$ cat config.mk
export PLATFORM = sky130hd
export DESIGN_NAME = burst_addr_seq
export DESIGN_NICKNAME = d
export VERILOG_FILES = /design/src/rtl/burst_pkg.sv /design/src/rtl/burst_code_decode.sv /design/src/rtl/burst_step_calc.sv /design/src/rtl/burst_addr_seq.sv
export SDC_FILE = /design/constraint.sdc
export NUM_CORES = 1
export LEC_CHECK = 0
export BUFFER_PORTS_ARGS = -buffer_cell sky130_fd_sc_hd__buf_4
export CELL_PAD_IN_SITES_DETAIL_PLACEMENT = 1
export CELL_PAD_IN_SITES_GLOBAL_PLACEMENT = 1
export CORE_UTILIZATION = 42
export DETAILED_ROUTE_END_ITERATION = 8
export PLACE_DENSITY = 0.92
export SKIP_CTS_REPAIR_TIMING = 1
export SLEW_MARGIN = 15
export SYNTH_ARGS = -nofsm -noshare
export SYNTH_HDL_FRONTEND = slang
export SYNTH_SLANG_ARGS = --single-unit
export TNS_END_PERCENT = 10
$ cat constraint.sdc
create_clock -name clk -period 4.55 [get_ports clk]
set_input_delay 0.6825 -clock clk [delete_from_list [all_inputs] [get_ports clk]]
set_output_delay 0.6825 -clock clk [all_outputs]
set_load 0.05 [all_outputs]
$ cat src/rtl/burst_pkg.sv
package burst_pkg;
  typedef enum logic [1:0] {
    BM_LINEAR = 2'd0,
    BM_WRAP   = 2'd1,
    BM_RESV   = 2'd2
  } burst_mode_e;
endpackage

$ cat src/rtl/burst_code_decode.sv
module burst_code_decode
  import burst_pkg::*;
(
  input  logic [1:0]  code,
  output burst_mode_e mode
);
  always_comb begin
    unique case (code)
      2'b00:   mode = BM_LINEAR;
      2'b10:   mode = BM_WRAP;
      default: mode = BM_RESV;
    endcase
  end
endmodule

$ cat src/rtl/burst_step_calc.sv
module burst_step_calc
  import burst_pkg::*;
#(
  parameter int WORD_W     = 30,
  parameter int LINE_WORDS = 8,
  localparam int IDX_W     = $clog2(LINE_WORDS)
) (
  input  burst_mode_e       mode,
  input  logic              is_write,
  input  logic [WORD_W-1:0] word,
  input  logic [IDX_W-1:0]  cnt,
  input  logic              done,
  output logic [WORD_W-1:0] word_nxt,
  output logic              advance,
  output logic              set_wrap,
  output logic              set_done,
  output logic              set_disc
);
  logic [IDX_W-1:0] idx;
  logic [IDX_W-1:0] idx_inc;
  logic             at_last;
  logic             last_phase;

  assign idx        = word[IDX_W-1:0];
  assign idx_inc    = idx + IDX_W'(1);
  assign at_last    = (idx == {IDX_W{1'b1}});
  assign last_phase = (cnt == IDX_W'(LINE_WORDS - 1));

  always_comb begin
    word_nxt = word;
    advance  = 1'b0;
    set_wrap = 1'b0;
    set_done = 1'b0;
    set_disc = 1'b0;
    unique case (mode)
      BM_LINEAR: begin
        word_nxt = word + WORD_W'(1);
        advance  = 1'b1;
      end
      BM_WRAP: begin
        if (is_write) begin
          if (at_last) begin
            set_disc = 1'b1;
          end else begin
            word_nxt = {word[WORD_W-1:IDX_W], idx_inc};
            advance  = 1'b1;
          end
        end else if (done) begin
          set_disc = 1'b1;
        end else begin
          word_nxt = {word[WORD_W-1:IDX_W], idx_inc};
          advance  = 1'b1;
          set_wrap = at_last;
          set_done = last_phase;
        end
      end
      default: set_disc = 1'b1;
    endcase
  end
endmodule

$ cat src/rtl/burst_addr_seq.sv
module burst_addr_seq
  import burst_pkg::*;
#(
  parameter int ADDR_W     = 32,
  parameter int LINE_BYTES = 32,
  localparam int WORD_W     = ADDR_W - 2,
  localparam int LINE_WORDS = LINE_BYTES / 4,
  localparam int IDX_W      = $clog2(LINE_WORDS)
) (
  input  logic              clk,
  input  logic              rst_n,
  input  logic              addr_valid,
  input  logic [ADDR_W-1:0] addr_in,
  input  logic              is_write,
  input  logic              phase_done,
  input  logic              xfer_end,
  output logic [WORD_W-1:0] word_addr,
  output logic              wrapped,
  output logic              line_done,
  output logic              disc_req
);
  burst_mode_e       mode_q, mode_d, mode_dec;
  logic [WORD_W-1:0] word_q, word_d, word_step;
  logic [IDX_W-1:0]  cnt_q, cnt_d;
  logic              wr_q, wr_d;
  logic              active_q, active_d;
  logic              wrap_q, wrap_d;
  logic              done_q, done_d;
  logic              disc_q, disc_d;
  logic              step_en;
  logic              adv, s_wrap, s_done, s_disc;

  burst_code_decode u_dec (
    .code (addr_in[1:0]),
    .mode (mode_dec)
  );

  burst_step_calc #(
    .WORD_W     (WORD_W),
    .LINE_WORDS (LINE_WORDS)
  ) u_step (
    .mode     (mode_q),
    .is_write (wr_q),
    .word     (word_q),
    .cnt      (cnt_q),
    .done     (done_q),
    .word_nxt (word_step),
    .advance  (adv),
    .set_wrap (s_wrap),
    .set_done (s_done),
    .set_disc (s_disc)
  );

  assign step_en = active_q & phase_done & ~disc_q & ~xfer_end;

  always_comb begin
    mode_d   = mode_q;
    word_d   = word_q;
    cnt_d    = cnt_q;
    wr_d     = wr_q;
    active_d = active_q;
    wrap_d   = wrap_q;
    done_d   = done_q;
    disc_d   = disc_q;
    if (addr_valid) begin
      mode_d   = mode_dec;
      word_d   = addr_in[ADDR_W-1:2];
      cnt_d    = '0;
      wr_d     = is_write;
      active_d = 1'b1;
      wrap_d   = 1'b0;
      done_d   = 1'b0;
      disc_d   = (mode_dec == BM_RESV);
    end else if (xfer_end) begin
      active_d = 1'b0;
      disc_d   = 1'b0;
    end else if (step_en) begin
      if (adv) begin
        word_d = word_step;
        cnt_d  = cnt_q + IDX_W'(1);
      end
      wrap_d = wrap_q | s_wrap;
      done_d = done_q | s_done;
      disc_d = s_disc;
    end
  end

  always_ff @(posedge clk or negedge rst_n) begin
    if (!rst_n) begin
      mode_q   <= BM_LINEAR;
      word_q   <= '0;
      cnt_q    <= '0;
      wr_q     <= 1'b0;
      active_q <= 1'b0;
      wrap_q   <= 1'b0;
      done_q   <= 1'b0;
      disc_q   <= 1'b0;
    end else begin
      mode_q   <= mode_d;
      word_q   <= word_d;
      cnt_q    <= cnt_d;
      wr_q     <= wr_d;
      active_q <= active_d;
      wrap_q   <= wrap_d;
      done_q   <= done_d;
      disc_q   <= disc_d;
    end
  end

  assign word_addr = word_q;
  assign wrapped   = wrap_q;
  assign line_done = done_q;
  assign disc_req  = disc_q;
endmodule

Word level (Yosys, flattened, before mapping):

Cells that the tools add are included.

* register bits after elaboration: 40
* bits in latches: 0
* RAM bits: 0
* bits in read-only memories: 0
* input port bits: 38
* output and inout port bits: 33
* memories kept: 0

* add/sub/neg operators: 3
* multiply operators: 0
* divide/modulo/power cells: 0
* $lt $le $gt $ge: 0
* equal/unequal tests: 9
* shift-type cells: 0
* muxes and demuxes: 38
* bitwise gates (word level): 7
* reduce and logical (&&, ||, !) cells: 12

Operator list (number)
* 2-to-1 mux 30 bit: 5
* case mux 30 bit (2 select lines): 1
* adder 30 x 1 -> 30 bit (second input constant): 1
* 2-to-1 mux 1 bit: 23
* 2-to-1 mux 3 bit: 6
* != test 4 bit (second input constant): 2
* nonzero test 2 bit: 4
* adder 3 x 1 -> 3 bit (second input constant): 2
* == test 3 bit (second input constant): 2
* AND reduction 6 bit: 1
* nonzero test 3 bit: 2
* AND reduction 5 bit: 1
* == test 2 bit (second input constant): 2
* zero test 2 bit: 2
* != test 2 bit (second input constant): 2
* case mux 1 bit (2 select lines): 2
* case mux 2 bit (2 select lines): 1
* bitwise AND 1 bit: 3
* AND reduction 3 bit: 1
* == test 2 x 1 -> 1 bit (second input constant): 1
* inverter 1 bit: 2
* bitwise OR 1 bit: 2
* AND reduction 2 bit: 1

Depth between registers and ports, before layout:

* depth in word-level cells: 8
* depth in mapped cells: 6
* mapped depth without buffers: 6

Hierarchy:

A second synthesis with hierarchy kept.

* cells, all modules: 318
* area total of the unflattened synthesis: 2786.4 um^2

Modules (own cells, without submodules)
* burst_addr_seq: instances 1, cells an instance 208, area each 1989.4 um^2, sequential area each 1001.0 um^2
* burst_step_calc: instances 1, cells an instance 108, area each 787.0 um^2, sequential area each 0.0 um^2
* burst_code_decode: instances 1, cells an instance 2, area each 10.0 um^2, sequential area each 0.0 um^2

Worst setup path before layout:

No wires, ideal clock.

* path kind: reg-to-reg
* from: register word_q[2] (netlist: word_addr[2])
* to: register word_q[17] (netlist: word_addr[17])
* setup time: 82 ps
* arrival time: 2241 ps
* required time: 4468 ps
* setup slack: 2227 ps
* cell stages (with the launch flop): 6
* path buffers: 1
* clock period less this slack: 2323 ps
* cells stage by stage: dfrtp_1 > nand4_2 > or4_4 > buf_6 > or4_1 > a31oi_1

* longest elaborated chain between the ends: 6
* elaborated cells on any way between the ends: 12

RTL lines
* start: declaration: RTL line burst_addr_seq.sv:23 `logic [WORD_W-1:0] word_q, word_d, word_step;`
* start signal: assignment: RTL line burst_addr_seq.sv:100 `word_q <= word_d;`
* adder 30 x 1 -> 30 bit / == test 3 bit (equally long branches): RTL line burst_step_calc.sv:37, burst_step_calc.sv:26
* case mux 30 bit (2 select lines) / 2-to-1 mux 1 bit (equally long branches): RTL line burst_step_calc.sv:35, burst_step_calc.sv:42
* 2-to-1 mux 30 bit / 2-to-1 mux 1 bit (equally long branches): RTL line burst_addr_seq.sv:78, burst_step_calc.sv:41
* 2-to-1 mux 30 bit / case mux 1 bit (2 select lines) (equally long branches): RTL line burst_addr_seq.sv:77, burst_step_calc.sv:35
* 2-to-1 mux 30 bit / nonzero test 2 bit (equally long branches)
* 2-to-1 mux 30 bit / AND reduction 5 bit (equally long branches)

Several ways; a longest one is shown, not always the timed one. The select of a mux whose other input is x is not followed.
A chain may end at the register's enable or synchronous reset.

Final worst setup path:

* from: input addr_valid
* to: register word_q[19] (netlist: word_addr[19])

* longest elaborated chain between the ends: 2
* elaborated cells on any way between the ends: 7

RTL lines
* start: declaration: RTL line burst_addr_seq.sv:12 `input logic addr_valid,`
* != test 2 bit (no source line) / nonzero test 2 bit (equally long branches)
* AND reduction 5 bit (no source line)

Several ways; a longest one is shown, not always the timed one.

==> metrics.md <==
| Metric | Value |
|---|---|
| Hold WC Path Type | primary input to async pin |
| Clock-pin slew on the worst setup and hold paths | about 0.09 ns |
| Pre-CTS WS | ~1.8 ns |
| Origin of the critical flop-to-flop path | mode_q[0] |
| Die Wd | between 70 and 80 um |
| FP Rows | 27 |
| FF-to-FF path depth | 4 |
| Initial antenna violation count | 0 |
| Routability congestion estimate | 0.801 |
| Routed WL per cell | 19.3 um |
| Clock Sinks | 40 |
| PD cells | 339 mW/mm^2 |
| Post-Syn Nets | 320 |
| Core area | about 0.0056 mm^2 |
| Multi-input gate area | 0.00138 mm^2 |
| IO Pins | 71 |
| Synthesized area per cell | 9.00 um^2 |
| Top achievable clock speed | 0.401 GHz |
| Leakage | 1.31 nW |
| DR pass1 iterations | 4 |
| Ant diodes | 0 |
| First-pass GRT wire length | 13000 um |
| DR vias/cell | 6.34 |
| # H-tree levels | 2 |
| Max Clock Skew | ~0.0086 ns |
| Setup Crit Path Kind | primary input to flop |
| Slew Viols, Final | 0 |
| Area delta synth->final | 26.0% |
| TNS Setup | 0 ns |
| Final antenna-violating net count | 0 |
| Outcome | finished clean |
| Die ar. | 0.00627 mm^2 |
| Final setup vio count | 0 |
| Min Clock Period, post-route | 2.49 ns |
| DIE HEIGHT | around 80 um |
| Final core occ | 56.2% |
| Area after DPL | 0.00304 mm^2 |
| Largest net degree at the start of global routing | 55 |
| Max-cap violations | 0 |
| Sequential share of the synthesized area | 40.0% |
| Layout cell share with drive strength beyond 1 | 28.3% |
| Clk_lat worst skew | 0.31 ns |
| Dominant synthesized flop cell | dfrtp_1 |
| Crit path DAT | 2.69 ns |
| Fin crit share | between 50 and 60% |
| Worst Setup Start Kind | primary input |
| Vias in the first global route | 2620 |
| Routed WL | 7910 um |
| Crit end category | flop |
| R2R Path End | word_addr[19] |
| Reg2reg setup slack | 2.21 ns |
| Vias post-DR | 2606 |
| Worst Tran Pin Value | 0.835 ns |
| Number of synthesized flops with an enable pin | 0 |
| DP HPWL | 5460 um |
| Max IR drop VDD | 0.142 mV |
| Final instance area | 0.00315 mm^2 |
| Synth warnings | 0 |
| Final worst setup slack | 2.06 ns |
| CP Max Fanout | 54 |
| Syn Inst Count | 278 |
| RSZ-0062 raised after global routing | false |
| Yosys reg bits | 40 |
| Max_slew headroom | 44.1% |
| Hold Violations, Final | 0 |
| Pwr Total | roughly 1.1 mW |
| Port bufs | 70 |
| Crit. Startpoint | addr_valid |
| Layout net count | 380 |
| DRC viols | 0 |
| 1st-iter DRT viols | 131 |
| Synth unique cells | 56 |
| CTS tree | yes |
| Sequential cell area | between 0.001 and 0.0015 mm^2 |
| Fill cells | 692 |
| CTS root buffer | clkbuf_8 |
| FFs w/ async S/R, synth | 100% |
| Deepest clock path buffer count | 2 |
| GR Util All Layers | a little over a quarter |
| Initial Util | 44.6% |
| CTS buffer count | 5 |
| Gr ovfl total | 0 |
| Cell Area, Synth | 0.00250 mm^2 |
| Required time at the worst-slack endpoint | 4.75 ns |
[worst max path at each step]
stage	endpoint	cells after the start
floorplan	word_addr[17]	5
global placement	word_addr[21]	5
detailed placement	word_addr[19]	5
CTS	word_addr[21]	5
global route	word_addr[21]	5
finish	word_addr[19]	5
[layout by cell type (no fill, tap or decap), types with 9 or more instances in the layout]
| master | count |
|---|---|
| dfrtp_1 | 40 |
| nand4_1 | 10 |
| o21ai_0 | 14 |
| or4_1 | 12 |
| buf_4 | 72 |
| nor2_1 | 14 |
| nand2_1 | 30 |
| inv_1 | 9 |
| nand3_1 | 15 |
[flip-flops by register name, summed over array words and instances, names as in the netlist]
| register | cells |
|---|---|
| line_done | 1 |
| wr_q | 1 |
| active_q | 1 |
| disc_req | 1 |
| wrapped | 1 |
| cnt_q | 3 |
| mode_q | 2 |
| word_addr | 30 |
[cell families after synthesis]
logic type	after synthesis	share of synthesized area, %
flops	40	40.0
fa+ha+maj	4	2.00
xor+xnor	3	1.05
compound gates	69	19.6
mux	8	3.30
buf+inv	28	5.00
simple gates	126	29.0
[worst max-delay path, stage by stage]
cell and delay (ns):
buf_4 0.27, inv_1 0.48, nand3_1 0.48, or3_1 0.47, o311ai_0 0.28
[cells in the mapped netlist, drive strengths merged, types with 5 or more instances]
cell / count / area (um^2)
or3: 7 / 46.3
clkbuf: 14 / 52.6
a21oi: 7 / 35.0
inv: 9 / 33.8
nor2: 14 / 52.6
mux2i: 6 / 60.1
o31ai: 6 / 45.0
nor4: 5 / 31.3
o21ai: 14 / 70.1
dfrtp: 40 / 1000
or4: 15 / 119
nand4: 11 / 75.1
buf: 5 / 38.8
o311ai: 7 / 61.3
nand2: 30 / 113
a31oi: 6 / 37.5
or2: 5 / 31.3
o211ai: 6 / 45.0
nand3: 15 / 75.1
[area by class of cell]
class / instances / share of cell area (%)
clock buffer: 5 / 2.18
inverter: 9 / 1.07
timing repair buffer: 72 / 17.1
multi-input combinational: 210 / 43.6
sequential: 40 / 31.8
clock inverter: 3 / 1.35
tap: 72 / 2.86
[routing by layer]
metal | wire, um | part of all wire (%) | GRT usage [%]
met5 | 0 | 0 | 0
met4 | 153 | 1.9 | 9.09
met3 | 343 | 4.3 | 4.83
met2 | 3930 | 50 | 44.1
met1 | 3490 | 44 | 35.2
[per-stage QoR]
step / hold WS (ns) / cells
2_1_floorplan: 0.387 / 278
3_3_place_gp: 0.485 / 403
3_5_place_dp: 0.518 / 403
4_1_cts: 0.366 / 411
5_1_grt: 0.389 / 411
6_report: 0.350 / 411
[where the power goes]
| group | total [mW] | leakage (nW) | internal, mW | switching (mW) |
|---|---|---|---|---|
| combinational | 0.310 | 0.781 | 0.107 | 0.203 |
| clock | 0.307 | 0.0541 | 0.163 | 0.144 |
| sequential | 0.450 | 0.477 | 0.389 | 0.0611 |
| total | 1.07 | 1.31 | 0.659 | 0.408 |
(Power assumes the default switching activity.)
